`src/rtl/opsb_pkg.sv`:
```
package opsb_pkg;

  typedef enum logic [1:0] {
    PIPE_FX0 = 2'd0,
    PIPE_FX1 = 2'd1,
    PIPE_LS  = 2'd2,
    PIPE_VS  = 2'd3
  } pipe_e;

  typedef enum logic [2:0] {
    OP_SIMPLE = 3'd0,
    OP_MUL    = 3'd1,
    OP_LD_FX  = 3'd2,
    OP_LD_VS  = 3'd3,
    OP_FP     = 3'd4,
    OP_VFP    = 3'd5,
    OP_DIVW   = 3'd6,
    OP_DIVD   = 3'd7
  } opcls_e;

  function automatic int max_pair(input int a, input int b);
    return (a > b) ? a : b;
  endfunction

  // fixed-point pipes have the upper code bit clear
  function automatic logic pipe_is_fx(input logic [1:0] p);
    return !p[1];
  endfunction

endpackage

```
`src/rtl/opsb_lat_decode.sv`:
```
module opsb_lat_decode #(
  parameter int CW        = 7,
  parameter int LAT_SIMPLE = 1,
  parameter int LAT_MUL   = 4,
  parameter int LAT_LD_FX = 2,
  parameter int LAT_LD_VS = 3,
  parameter int LAT_FP    = 5,
  parameter int LAT_VFP   = 6,
  parameter int LAT_DIVW  = 36,
  parameter int LAT_DIVD  = 68
) (
  input  logic [2:0]    cls,
  output logic [CW-1:0] lat,
  output logic          is_div
);
  import opsb_pkg::*;

  always_comb begin
    is_div = 1'b0;
    unique case (opcls_e'(cls))
      OP_SIMPLE: lat = CW'(LAT_SIMPLE);
      OP_MUL:    lat = CW'(LAT_MUL);
      OP_LD_FX:  lat = CW'(LAT_LD_FX);
      OP_LD_VS:  lat = CW'(LAT_LD_VS);
      OP_FP:     lat = CW'(LAT_FP);
      OP_VFP:    lat = CW'(LAT_VFP);
      OP_DIVW: begin lat = CW'(LAT_DIVW); is_div = 1'b1; end
      default: begin lat = CW'(LAT_DIVD); is_div = 1'b1; end
    endcase
  end
endmodule

```
`src/rtl/opsb_entry.sv`:
```
module opsb_entry #(
  parameter int CW = 7
) (
  input  logic          clk,
  input  logic          rst,
  input  logic          load,
  input  logic [CW-1:0] load_lat,
  input  logic [1:0]    load_pipe,
  output logic [CW-1:0] cnt,
  output logic [1:0]    src_pipe
);
  // cnt == 1 : same-pipe consumer may read; cnt == 0 : everyone may read
  always_ff @(posedge clk) begin
    if (rst) begin
      cnt      <= '0;
      src_pipe <= 2'd0;
    end else if (load) begin
      cnt      <= load_lat;
      src_pipe <= load_pipe;
    end else if (cnt != '0) begin
      cnt <= cnt - 1'b1;
    end
  end
endmodule

```
`src/rtl/opsb_unit_busy.sv`:
```
module opsb_unit_busy #(
  parameter int CW = 7
) (
  input  logic          clk,
  input  logic          rst,
  input  logic          start,
  input  logic [CW-1:0] len,
  output logic          busy
);
  logic [CW-1:0] remain;

  always_ff @(posedge clk) begin
    if (rst)                 remain <= '0;
    else if (start)          remain <= len - 1'b1;
    else if (remain != '0)   remain <= remain - 1'b1;
  end

  assign busy = (remain != '0);
endmodule

```
`src/rtl/opsb_scoreboard.sv`:
```
module opsb_scoreboard #(
  parameter int NUM_REGS   = 32,
  parameter int RW         = $clog2(NUM_REGS),
  parameter int LAT_SIMPLE = 1,
  parameter int LAT_MUL    = 4,
  parameter int LAT_LD_FX  = 2,
  parameter int LAT_LD_VS  = 3,
  parameter int LAT_FP     = 5,
  parameter int LAT_VFP    = 6,
  parameter int LAT_DIVW   = 36,
  parameter int LAT_DIVD   = 68
) (
  input  logic          clk,
  input  logic          rst,
  input  logic          iss_valid,
  input  logic [RW-1:0] iss_dst,
  input  logic [1:0]    iss_pipe,
  input  logic [2:0]    iss_class,
  input  logic [RW-1:0] lk_src,
  input  logic [1:0]    lk_pipe,
  output logic          lk_ready,
  output logic [1:0]    fx_busy
);
  import opsb_pkg::*;

  localparam int MAX_LAT = max_pair(max_pair(max_pair(LAT_SIMPLE, LAT_MUL),
                                             max_pair(LAT_LD_FX, LAT_LD_VS)),
                                    max_pair(max_pair(LAT_FP, LAT_VFP),
                                             max_pair(LAT_DIVW, LAT_DIVD)));
  localparam int CW = $clog2(MAX_LAT + 1);
  localparam int NUM_FX = 2;

  logic [CW-1:0] iss_lat;
  logic          iss_div;
  logic          iss_fx;
  logic          accept;

  logic [CW-1:0] cnt_arr  [NUM_REGS];
  logic [1:0]    pipe_arr [NUM_REGS];

  opsb_lat_decode #(
    .CW(CW), .LAT_SIMPLE(LAT_SIMPLE), .LAT_MUL(LAT_MUL),
    .LAT_LD_FX(LAT_LD_FX), .LAT_LD_VS(LAT_LD_VS), .LAT_FP(LAT_FP),
    .LAT_VFP(LAT_VFP), .LAT_DIVW(LAT_DIVW), .LAT_DIVD(LAT_DIVD)
  ) u_dec (
    .cls(iss_class), .lat(iss_lat), .is_div(iss_div)
  );

  assign iss_fx = pipe_is_fx(iss_pipe);
  assign accept = iss_valid
               && !(iss_fx && fx_busy[iss_pipe[0]])
               && !(iss_div && !iss_fx);

  for (genvar i = 0; i < NUM_REGS; i++) begin : g_reg
    opsb_entry #(.CW(CW)) u_ent (
      .clk(clk), .rst(rst),
      .load(accept && (iss_dst == RW'(i))),
      .load_lat(iss_lat), .load_pipe(iss_pipe),
      .cnt(cnt_arr[i]), .src_pipe(pipe_arr[i])
    );
  end

  for (genvar p = 0; p < NUM_FX; p++) begin : g_fx
    opsb_unit_busy #(.CW(CW)) u_busy (
      .clk(clk), .rst(rst),
      .start(accept && iss_div && iss_fx && (iss_pipe[0] == 1'(p))),
      .len(iss_lat), .busy(fx_busy[p])
    );
  end

  logic [CW-1:0] sel_cnt;
  logic [1:0]    sel_pipe;
  logic          cross_fx;
  logic          rdy_now;

  always_comb begin
    sel_cnt  = cnt_arr[lk_src];
    sel_pipe = pipe_arr[lk_src];
    cross_fx = pipe_is_fx(sel_pipe) && pipe_is_fx(lk_pipe)
            && (sel_pipe[0] != lk_pipe[0]);
    rdy_now  = cross_fx ? (sel_cnt == '0) : (sel_cnt <= CW'(1));
  end

  always_ff @(posedge clk) begin
    if (rst) lk_ready <= 1'b1;
    else     lk_ready <= rdy_now;
  end
endmodule

```
`config.mk`:
```
export PLATFORM = sky130hd
export DESIGN_NAME = opsb_scoreboard
export DESIGN_NICKNAME = d
export VERILOG_FILES = /design/src/rtl/opsb_pkg.sv /design/src/rtl/opsb_lat_decode.sv /design/src/rtl/opsb_entry.sv /design/src/rtl/opsb_unit_busy.sv /design/src/rtl/opsb_scoreboard.sv
export SDC_FILE = /design/constraint.sdc
export NUM_CORES = 1
export LEC_CHECK = 0
export BUFFER_PORTS_ARGS = -buffer_cell sky130_fd_sc_hd__buf_2
export CORE_MARGIN = 10
export CORE_UTILIZATION = 55
export CTS_CLUSTER_DIAMETER = 40
export DETAILED_ROUTE_END_ITERATION = 6
export HOLD_SLACK_MARGIN = 0.15
export PLACE_DENSITY = 0.76
export SYNTH_ARGS = -nofsm -noshare
export SYNTH_HDL_FRONTEND = slang
export SYNTH_SLANG_ARGS = --single-unit
```
`constraint.sdc`:
```
create_clock -name clk -period 2.78 [get_ports clk]
set_input_delay 0 -clock clk [delete_from_list [all_inputs] [get_ports clk]]
set_output_delay 0 -clock clk [all_outputs]
set_load 0.02 [all_outputs]
```
==> results of run 1 <==
worst max path at each step:
stage | to | slack (ns) | cells after the start
6_report | lk_ready | 0.12 | 8
2_1_floorplan | g_reg[2].u_ent.src_pipe[0] | 0.32 | 11
4_1_cts | g_reg[24].u_ent.src_pipe[1] | 0.08 | 10
3_3_place_gp | g_reg[24].u_ent.src_pipe[1] | 0.12 | 10
5_1_grt | g_reg[24].u_ent.cnt[5] | -0.01 | 11
3_5_place_dp | g_reg[24].u_ent.src_pipe[1] | 0.09 | 10
cells in the mapped netlist, drive strengths merged (4+ instances only):
| cell type | count |
|---|---|
| or4 | 5 |
| a211oi | 15 |
| o311a | 9 |
| or3b | 5 |
| a21oi | 147 |
| inv | 75 |
| o41ai | 58 |
| dfxtp | 303 |
| nor4 | 20 |
| nand2 | 224 |
| ha | 35 |
| nor4b | 6 |
| or2 | 4 |
| o311ai | 17 |
| mux2i | 60 |
| o21ai | 65 |
| o31ai | 54 |
| nand3 | 41 |
| mux4 | 9 |
| or3 | 46 |
| nor3 | 182 |
| nand3b | 19 |
| xor2 | 17 |
| a311oi | 6 |
| xnor2 | 82 |
| clkbuf | 58 |
| nand4 | 5 |
| nor2 | 225 |
| nor2b | 4 |
| and3 | 4 |
| nor3b | 5 |
| a31oi | 6 |
| buf | 54 |
flip-flops by register name, summed over array words and instances, names as in the netlist:
register,count
g.u_ent.cnt,224
g.u_ent.src_pipe,64
g_fx.u_busy.remain,14
lk_ready,1
through the flow:
step,utilization (%),power (mW)
floorplan,-,13.52
global placement,57.63,14.97
detailed placement,57.63,15.30
CTS,63.42,20.85
global route,63.55,22.49
finish,63.55,20.87
where the power goes:
group          total (mW)  internal (mW)  switching [mW]  leakage, nW
clock                5.47           3.38            2.09        0.697
combinational        8.64           3.85            4.80         3.47
sequential           6.76           5.61            1.15         2.48
layout make-up:
type                            instances  share of cell area, %
Multi-Input combinational cell       1399                  48.98
Sequential cell                       303                  34.17
Clock inverter                         22                  1.388
Timing Repair Buffer                   96                  4.391
Clock buffer                           54                  6.759
Inverter                               78                  1.649
Tap cell                              378                  2.664
repair_timing:
action	in CTS	in global routing
endpoints found under the setup margin	0	43
hold buffers	17	0
hold endpoints to repair	95	0
setup buffers	0	4
resized for setup	0	1
cells by family after synthesis:
group	Yosys count	synth area share [%]
xor+xnor	99	5.548
simple gates	800	25.42
flops	303	38.81
buf+inv	190	5.740
compound gates	394	16.40
mux	71	5.284
fa+ha+maj	35	2.802
layer usage:
| metal | GRT usage (%) | part of all wire (%) | up-vias |
|---|---|---|---|
| met5 | 0 | 0.017 | - |
| li1 | - | - | 6846 |
| met2 | 36.56 | 45 | 458 |
| met1 | 28.91 | 44 | 6551 |
| met3 | 4.154 | 7.3 | 101 |
| met4 | 7.906 | 2.9 | 2 |
worst reg2reg max path, stage by stage (launching register included):
cell and delay (ns):
dfxtp_1 0.32, mux4_2 0.46, o211ai_1 0.28, o22ai_1 0.14, a211oi_1 0.27, xor2_1 0.21
nor4b_1 0.07, dlygate4sd3_1 0.57, nor3_1 0.24
==> metrics.cfg, run 1 <==
[cts]
cts_buffers=42
cts_tree=done
ctsRootBufferMaster=clkbuf_16
cts.sinks=303
htree_levels=2
clk_latency_ns=0.54
clock_path_buffers=3
path_clk_slew_ns=0.06

[run_status]
run_status=complete, no violations

[timing]
post-route-period-util_pct=95.61
clock-skew-final_ns=0.01893
period_needed_ns=2.658
holdWs_ns=0.1724
finalSetupViolations=0
worstMarginPinSlew_ns=1.255
timing.fmax_mhz=376.2
max-slew-margin-rel_pct=16.01
finalHoldViolCount=0
layout_setup_ws_ns=0.1220
tns_ns=0
final-max-slew-violation-count=0

[drt]
drt_iter0_markers=1314
drc=0
wire_per_inst_microns=17.49
postRouteAntennaNets=0
vias=13960
totalWireLength_microns=40760
vias_per_cell=5.991
dr.pass1.iters=5

[synthesis]
synth_top_area_cell=dfxtp_1
synth_top_area_share_pct=38.81
synth_edf_count=0
yosysUniqueCellTypes=63
synthCells=1892
synth_ff_type=dfxtp_1
yosys_warnings=0
ys_seq_elements=303
yosys-top-cells-area=dfxtp_1 39%, nor3_1 5.8%, nand2_1 5.4%
syn_avg_cell_area_sq_um=8.260
syn_area_sq_mm=0.01563
syn_nets=1947
yosysSeqAreaShare_pct=38.81
synth-async-reset-ratio_pct=0

[worst_setup_path]
cp_slowest_stage_delay_ns=0.57
path_cells=mux4_2 -> o211ai_1 -> o22ai_1 -> a211oi_1 -> xor2_1 -> nor4b_1 -> dlygate4sd3_1 -> nor3_1
critPathSlowestCell=dlygate4sd3_1
cp-end-kind=flip-flop
cp_max_fo=2
cp_num_buf_inv=1
reg2regPathDepth=8
r2r-start=g_reg[4].u_ent.src_pipe[0]
r2r_slack_ns=0.12
startpoint=g_reg[4].u_ent.src_pipe[0]
path_class=flip-flop to flip-flop
crit_family=compound AO/OA/AOI/OAI gates
worstPathArrival_ns=3.09
cp.required_ns=3.22
rr_endpoint=lk_ready
startpoint_type=flip-flop

[die]
ios=23
dieArea_sq_mm=0.03556
core-area_sq_mm=0.02793
rows=61
fp.dieW_microns=188.6
die_h_microns=188.6
start_util_pct=55.95

[worst_hold_path]
hold_start=lk_src[3]
hp-class=primary input to flip-flop
min_path_cells=3
hold_end=lk_ready

[cells_and_area]
fill_cells=2372
stdcell_count=2330
drive_gt1_share_pct=10.30
syn_to_final_growth_pct=13.59
multi_input_area_sq_mm=0.008695
final_nets=1975
finish.instance_area_sq_mm=0.01775
regArea_sq_mm=0.006066
layout_common_cells=303 x dfxtp_1, 224 x nand2_1, 198 x nor2_1
final_common_cell=dfxtp_1
antenna_cells=0

[global_route]
antenna_found_initial=1
grt_pass1_vias=13470
grt_max_degree=79
grt_usage_pct=22.36
gr-total-overflow=0
grt_first_pass_wirelength_microns=67410

[pwr]
p_leak_nw=6.653
ir_drop_mv=0.9256
power_density_mw_per_mm2=1176

[placement]
pre_cts_slack_ns=0.09065
placedCellCount=2233
dp_hpwl_microns=26440
gp_congestion=0.8742
place_area_sq_mm=0.01610
port_buffers=22

[job]
drv_cap=0

Note: power is estimated with default switching activity, not from simulation.
==> run 2: changes to the inputs <==
--- a/config.mk
+++ b/config.mk
@@ -7,11 +7,11 @@
 export LEC_CHECK = 0
 export BUFFER_PORTS_ARGS = -buffer_cell sky130_fd_sc_hd__buf_2
 export CORE_MARGIN = 10
-export CORE_UTILIZATION = 55
+export CORE_UTILIZATION = 52
 export CTS_CLUSTER_DIAMETER = 40
 export DETAILED_ROUTE_END_ITERATION = 6
 export HOLD_SLACK_MARGIN = 0.15
-export PLACE_DENSITY = 0.76
+export PLACE_DENSITY = 0.73
 export SYNTH_ARGS = -nofsm -noshare
 export SYNTH_HDL_FRONTEND = slang
 export SYNTH_SLANG_ARGS = --single-unit
==> run 2 against run 1 <==
Compared with the run above: global-route usage shrank 1.1 points; sequential share of layout area shrank 0.075 points; final cell count grew 0.43%; wire length grew 3.3%; total power grew 0.87%; first-iteration DRC count shrank 16%; count of clock-buffer cells in the layout is the same; via count grew 0.58%; hold slack lost 0.0066 ns; critical path depth grew 3; worst setup slack gained 0.012 ns; critical path type unchanged; largest power group unchanged.
==> metrics.cfg, run 2 (synthesis results as in run 1) <==
[worst_setup_path]
startpoint_type=flip-flop
worstPathArrival_ns=3.09
rr_endpoint=g_reg[25].u_ent.cnt[0]
cp-end-kind=flip-flop
cp_max_fo=9
r2r-start=g_fx[0].u_busy.remain[0]
reg2regPathDepth=11
cp.required_ns=3.22
path_class=flip-flop to flip-flop
r2r_slack_ns=0.13

[job]
drv_cap=0

[global_route]
grt_first_pass_wirelength_microns=67700
grt_max_degree=109
antenna_found_initial=3
grt_pass1_vias=13250
gr-total-overflow=0
grt_usage_pct=21.23

[timing]
period_needed_ns=2.646
layout_setup_ws_ns=0.1339
worstMarginPinSlew_ns=0.8199
rsz0062_at_grt=false
clock-skew-final_ns=0.01441
finalSetupViolations=0
tns_ns=0
final-max-slew-violation-count=0
post-route-period-util_pct=95.18
timing.fmax_mhz=377.9
finalHoldViolCount=0
max-slew-margin-rel_pct=45.28

[drt]
drt_iter0_markers=1100
postRouteAntennaNets=0
drc=0
vias_per_cell=6.000
dr.pass1.iters=5
wire_per_inst_microns=17.99
vias=14040
totalWireLength_microns=42110

[worst_hold_path]
hold_start=iss_dst[1]
hp-class=primary input to flip-flop
hold_end=g_reg[26].u_ent.cnt[1]
min_path_cells=5

[cells_and_area]
fill_cells=2611
fin_util_pct=60.03
largest_reg_flops=224
final_common_cell=dfxtp_1
finish.instance_area_sq_mm=0.01779
regMostFlops=g.u_ent.cnt
syn_to_final_growth_pct=13.83
final_nets=1973
top_regs=g.u_ent.cnt x224, g.u_ent.src_pipe x64, g_fx.u_busy.remain x14
stdcell_count=2340
drive_gt1_share_pct=10.52
layout_common_cells=303 x dfxtp_1, 224 x nand2_1, 198 x nor2_1

[cts]
path_clk_slew_ns=0.06
ctsRootBufferMaster=clkbuf_16
cts_tree=done
clock_path_buffers=3
clk_latency_ns=0.54
cts.sinks=303
post_cts_buffers=0
htree_levels=2
cts_buffers=43

[die]
start_util_pct=52.73
rows=63
dieArea_sq_mm=0.03739
core-area_sq_mm=0.02964
ios=23
die_h_microns=193.4
fp.dieW_microns=193.4

[placement]
dp_hpwl_microns=26810
pre_cts_slack_ns=0.06312
placedCellCount=2251
place_area_sq_mm=0.01618
gp_congestion=0.8875
port_buffers=22

[pwr]
p_leak_nw=6.663
power_density_mw_per_mm2=1183
ir_drop_mv=0.7708

[run_status]
run_status=complete, no violations

-- run 2: how the worst max path moves through the flow --
| stage | slack, ns | endpoint | cells past startpoint | start |
|---|---|---|---|---|
| final | 0.13 | g_reg[25].u_ent.cnt[0] | 11 | g_fx[0].u_busy.remain[0] |
| after global routing | 0.02 | g_reg[25].u_ent.cnt[2] | 11 | g_fx[0].u_busy.remain[0] |
| after CTS | 0.04 | g_reg[4].u_ent.cnt[2] | 10 | g_fx[0].u_busy.remain[0] |
| after detailed placement | 0.06 | g_reg[25].u_ent.cnt[2] | 11 | g_fx[0].u_busy.remain[0] |
| after global placement | 0.15 | g_reg[21].u_ent.src_pipe[1] | 10 | g_fx[0].u_busy.remain[0] |
| after floorplan | 0.32 | g_reg[2].u_ent.src_pipe[0] | 11 | g_fx[1].u_busy.remain[0] |
-- run 2: final cells by class --
type                            count  area (sq um)  area share [%]
Clock buffer                       54          1210           6.801
Tap cell                          390         488.0           2.743
Inverter                           78         292.8           1.646
Multi-Input combinational cell   1399          8701           48.91
Sequential cell                   303          6066           34.10
Clock inverter                     22         261.5           1.470
Antenna cell                        1         2.502         0.01407
Timing Repair Buffer               93         769.5           4.325
-- run 2: per-layer routing --
| layer | GRT usage (%) | part of all wire, % | vias to the layer above |
|---|---|---|---|
| met5 | 0 | 0.017 | - |
| li1 | - | - | 6854 |
| met4 | 7.554 | 2.9 | 2 |
| met1 | 27.47 | 44 | 6673 |
| met3 | 4.270 | 6.9 | 95 |
| met2 | 34.36 | 46 | 415 |
-- run 2: worst max-delay path: stages (launching register included) --
cell and delay, ns:
dfxtp_1 0.33, inv_1 0.06, ha_1 0.17, or3b_1 0.42, nor4b_2 0.27, a211oi_2 0.10
or3b_1 0.43, buf_12 0.18, nor2_4 0.23, buf_4 0.20, nand2_1 0.06, o31ai_1 0.09
-- run 2: power breakdown --
group          internal, mW  switching (mW)  total (mW)
Clock                  3.48            2.08        5.56
Sequential             5.61            1.14        6.75
Combinational          3.87            4.87        8.74
Total                  13.0            8.10        21.1
-- run 2: per-stage QoR --
stage | power, mW | hold slack, ns
global placement | 15.04 | 0.4158
detailed placement | 15.35 | 0.4201
global route | 22.61 | 0.1804
CTS | 21.03 | 0.1580
floorplan | 13.52 | 0.2022
finish | 21.05 | 0.1659
-- run 2: timing repair --
| action | CTS | global route |
|---|---|---|
| setup endpoints to repair | 0 | 31 |
| endpoints found under the hold margin | 117 | 0 |
| gates resized for setup | 0 | 2 |
| hold buffers | 12 | 0 |
==> run 3: changes to the inputs <==
==> constraint.sdc (replaced) <==
create_clock -name clk -period 3.3 [get_ports clk]
set_input_delay 0 -clock clk [delete_from_list [all_inputs] [get_ports clk]]
set_output_delay 0 -clock clk [all_outputs]
set_load 0.02 [all_outputs]
==> run 3 against run 2 <==
Compared with the run above: critical path type unchanged; worst setup slack better by 0.028 ns; die area stayed put; combinational power decreased by 18%; cell area decreased by 1.2%; critical endpoint is now g_reg[13].u_ent.src_pipe[1]; wire length down 2.8%; largest power group unchanged.
==> metrics.cfg, run 3 (synthesis results as in run 1) <==
[run_status]
run_status=complete, no violations

[placement]
dp_hpwl_microns=26590
gp_congestion=0.8905
pre_cts_slack_ns=0.3944
port_buffers=22
place_area_sq_mm=0.01597

[pwr]
power_density_mw_per_mm2=992.4
ir_drop_mv=0.6104
switchingPower_mw=6.687
p_seq_share_pct=32.6
p_sw_share_pct=38.35
p_clk_share_pct=26.2
power_frac_comb_pct=41.1
cell_internal_pwr_mw=10.75
p_leak_nw=6.547

[cts]
clk_latency_ns=0.53
cts_tree=done
htree_levels=2
clock_path_buffers=3
path_clk_slew_ns=0.05
cts.sinks=303
ctsRootBufferMaster=clkbuf_16
cts_buffers=41

[timing]
layout_setup_ws_ns=0.1618
final-max-slew-violation-count=0
finalHoldViolCount=0
clock-skew-final_ns=0.01804
period_needed_ns=3.138
max-slew-margin-rel_pct=31.62
post-route-period-util_pct=95.10
worstMarginPinSlew_ns=1.016
timing.fmax_mhz=318.7
finalSetupViolations=0
holdWs_ns=0.1515
rsz0062_at_grt=false
tns_ns=0

[worst_setup_path]
r2r-start=g_fx[1].u_busy.remain[0]
startpoint=g_fx[1].u_busy.remain[0]
startpoint_type=flip-flop
path_class=flip-flop to flip-flop
cp.required_ns=3.69
cp-end-kind=flip-flop
cp_max_fo=13
worstPathArrival_ns=3.53

[cells_and_area]
regMostFlops=g.u_ent.cnt
layout_common_cells=303 x dfxtp_1, 224 x nand2_1, 198 x nor2_1
regArea_sq_mm=0.006066
final_common_cell=dfxtp_1
syn_to_final_growth_pct=12.44
largest_reg_flops=224
fill_cells=2678
finish.instance_area_sq_mm=0.01757
final_nets=1957
multi_input_area_sq_mm=0.008695
top_regs=g.u_ent.cnt x224, g.u_ent.src_pipe x64, g_fx.u_busy.remain x14
drive_gt1_share_pct=9.622

[die]
rows=63
dieArea_sq_mm=0.03739
fp.dieW_microns=193.4
ios=23
start_util_pct=52.73
die_h_microns=193.4
core-area_sq_mm=0.02964

[global_route]
grt_pass1_vias=12870
grt_max_degree=133
gr-total-overflow=0
antenna_found_initial=3
grt_usage_pct=20.74
grt_first_pass_wirelength_microns=66650

[drt]
dr.pass1.iters=5
wire_per_inst_microns=17.62
vias=13950
vias_per_cell=6.001
totalWireLength_microns=40940
drt_iter0_markers=1286
drc=0
postRouteAntennaNets=0

[job]
drv_cap=0

[worst_hold_path]
hp-class=primary input to flip-flop
hold_start=iss_dst[1]

## run 3: cell count changes in the layout (fill, tap and decap cells not counted)
| cell | delta |
|---|---|
| dlygate4sd3_1 | +3 |
| nor4b_1 | +1 |
| buf_12 | -6 |
| clkbuf_1 | -1 |
| clkinv_2 | +3 |
| bufinv_16 | +1 |
| clkbuf_8 | -1 |
| clkbuf_16 | -2 |
| inv_6 | -1 |
| clkinvlp_4 | -1 |
| nor4b_2 | -1 |
| buf_4 | -11 |
## run 3: worst paths after layout
kind / endpoint / slack [ns] / cells after the start
min reg2reg: g_reg[18].u_ent.src_pipe[1] / 0.47 / 2
max reg2reg: g_reg[13].u_ent.src_pipe[1] / 0.16 / 11
min: g_reg[8].u_ent.cnt[2] / 0.15 / 6
max: g_reg[13].u_ent.src_pipe[1] / 0.16 / 11
## run 3: metal layers
metal | GRT usage [%] | wire length, microns | share of wire (%) | vias up
li1 | - | - | - | 6808
met1 | 28.29 | 18420 | 45 | 6656
met2 | 33.98 | 19030 | 46 | 416
met3 | 2.974 | 2826 | 6.9 | 64
met4 | 4.464 | 656 | 1.6 | 2
met5 | 0 | 7 | 0.017 | -
## run 3: power by group through the flow
stage | combinational (mW) | sequential [mW] | clock [mW]
6_report | 7.17 | 5.69 | 4.58
2_1_floorplan | 5.89 | 5.50 | 0
3_3_place_gp | 6.80 | 5.69 | 0
4_1_cts | 7.10 | 5.67 | 4.61
5_1_grt | 8.16 | 5.84 | 4.77
3_5_place_dp | 7.02 | 5.73 | 0
## run 3: repair_timing
item,4_1_cts,5_1_grt
buffers inserted,0,2
endpoints found under the hold margin,87,0
resized for setup,0,1
hold buffers,15,0
endpoints found under the setup margin,0,1
## run 3: final cells by class
type                            count  share of cell area, %
Antenna cell                        1                0.01424
Clock buffer                       50                  6.501
Clock inverter                     24                  1.652
Inverter                           78                  1.666
Multi-Input combinational cell   1399                  49.48
Sequential cell                   303                  34.52
Tap cell                          390                  2.777
Timing Repair Buffer               79                  3.396
## run 3: per-stage QoR
step | utilization [%] | total power [mW] | cells
after global placement | 53.87 | 12.50 | 2232
after global routing | 59.28 | 18.78 | 2323
final | 59.29 | 17.44 | 2324
after CTS | 59.21 | 17.38 | 2321
after detailed placement | 53.87 | 12.75 | 2232
after floorplan | - | 11.39 | 1892
## run 3: worst max-delay path, cell delays in order, from the launching register on
cell	delay, ns
dfxtp_1	0.31
inv_1	0.09
ha_1	0.20
or3b_4	0.42
nor3_4	0.24
a211oi_2	0.14
nand3b_4	0.28
dlygate4sd3_1	0.60
nor2_1	0.22
buf_4	0.25
mux2i_1	0.19
nor2_1	0.05
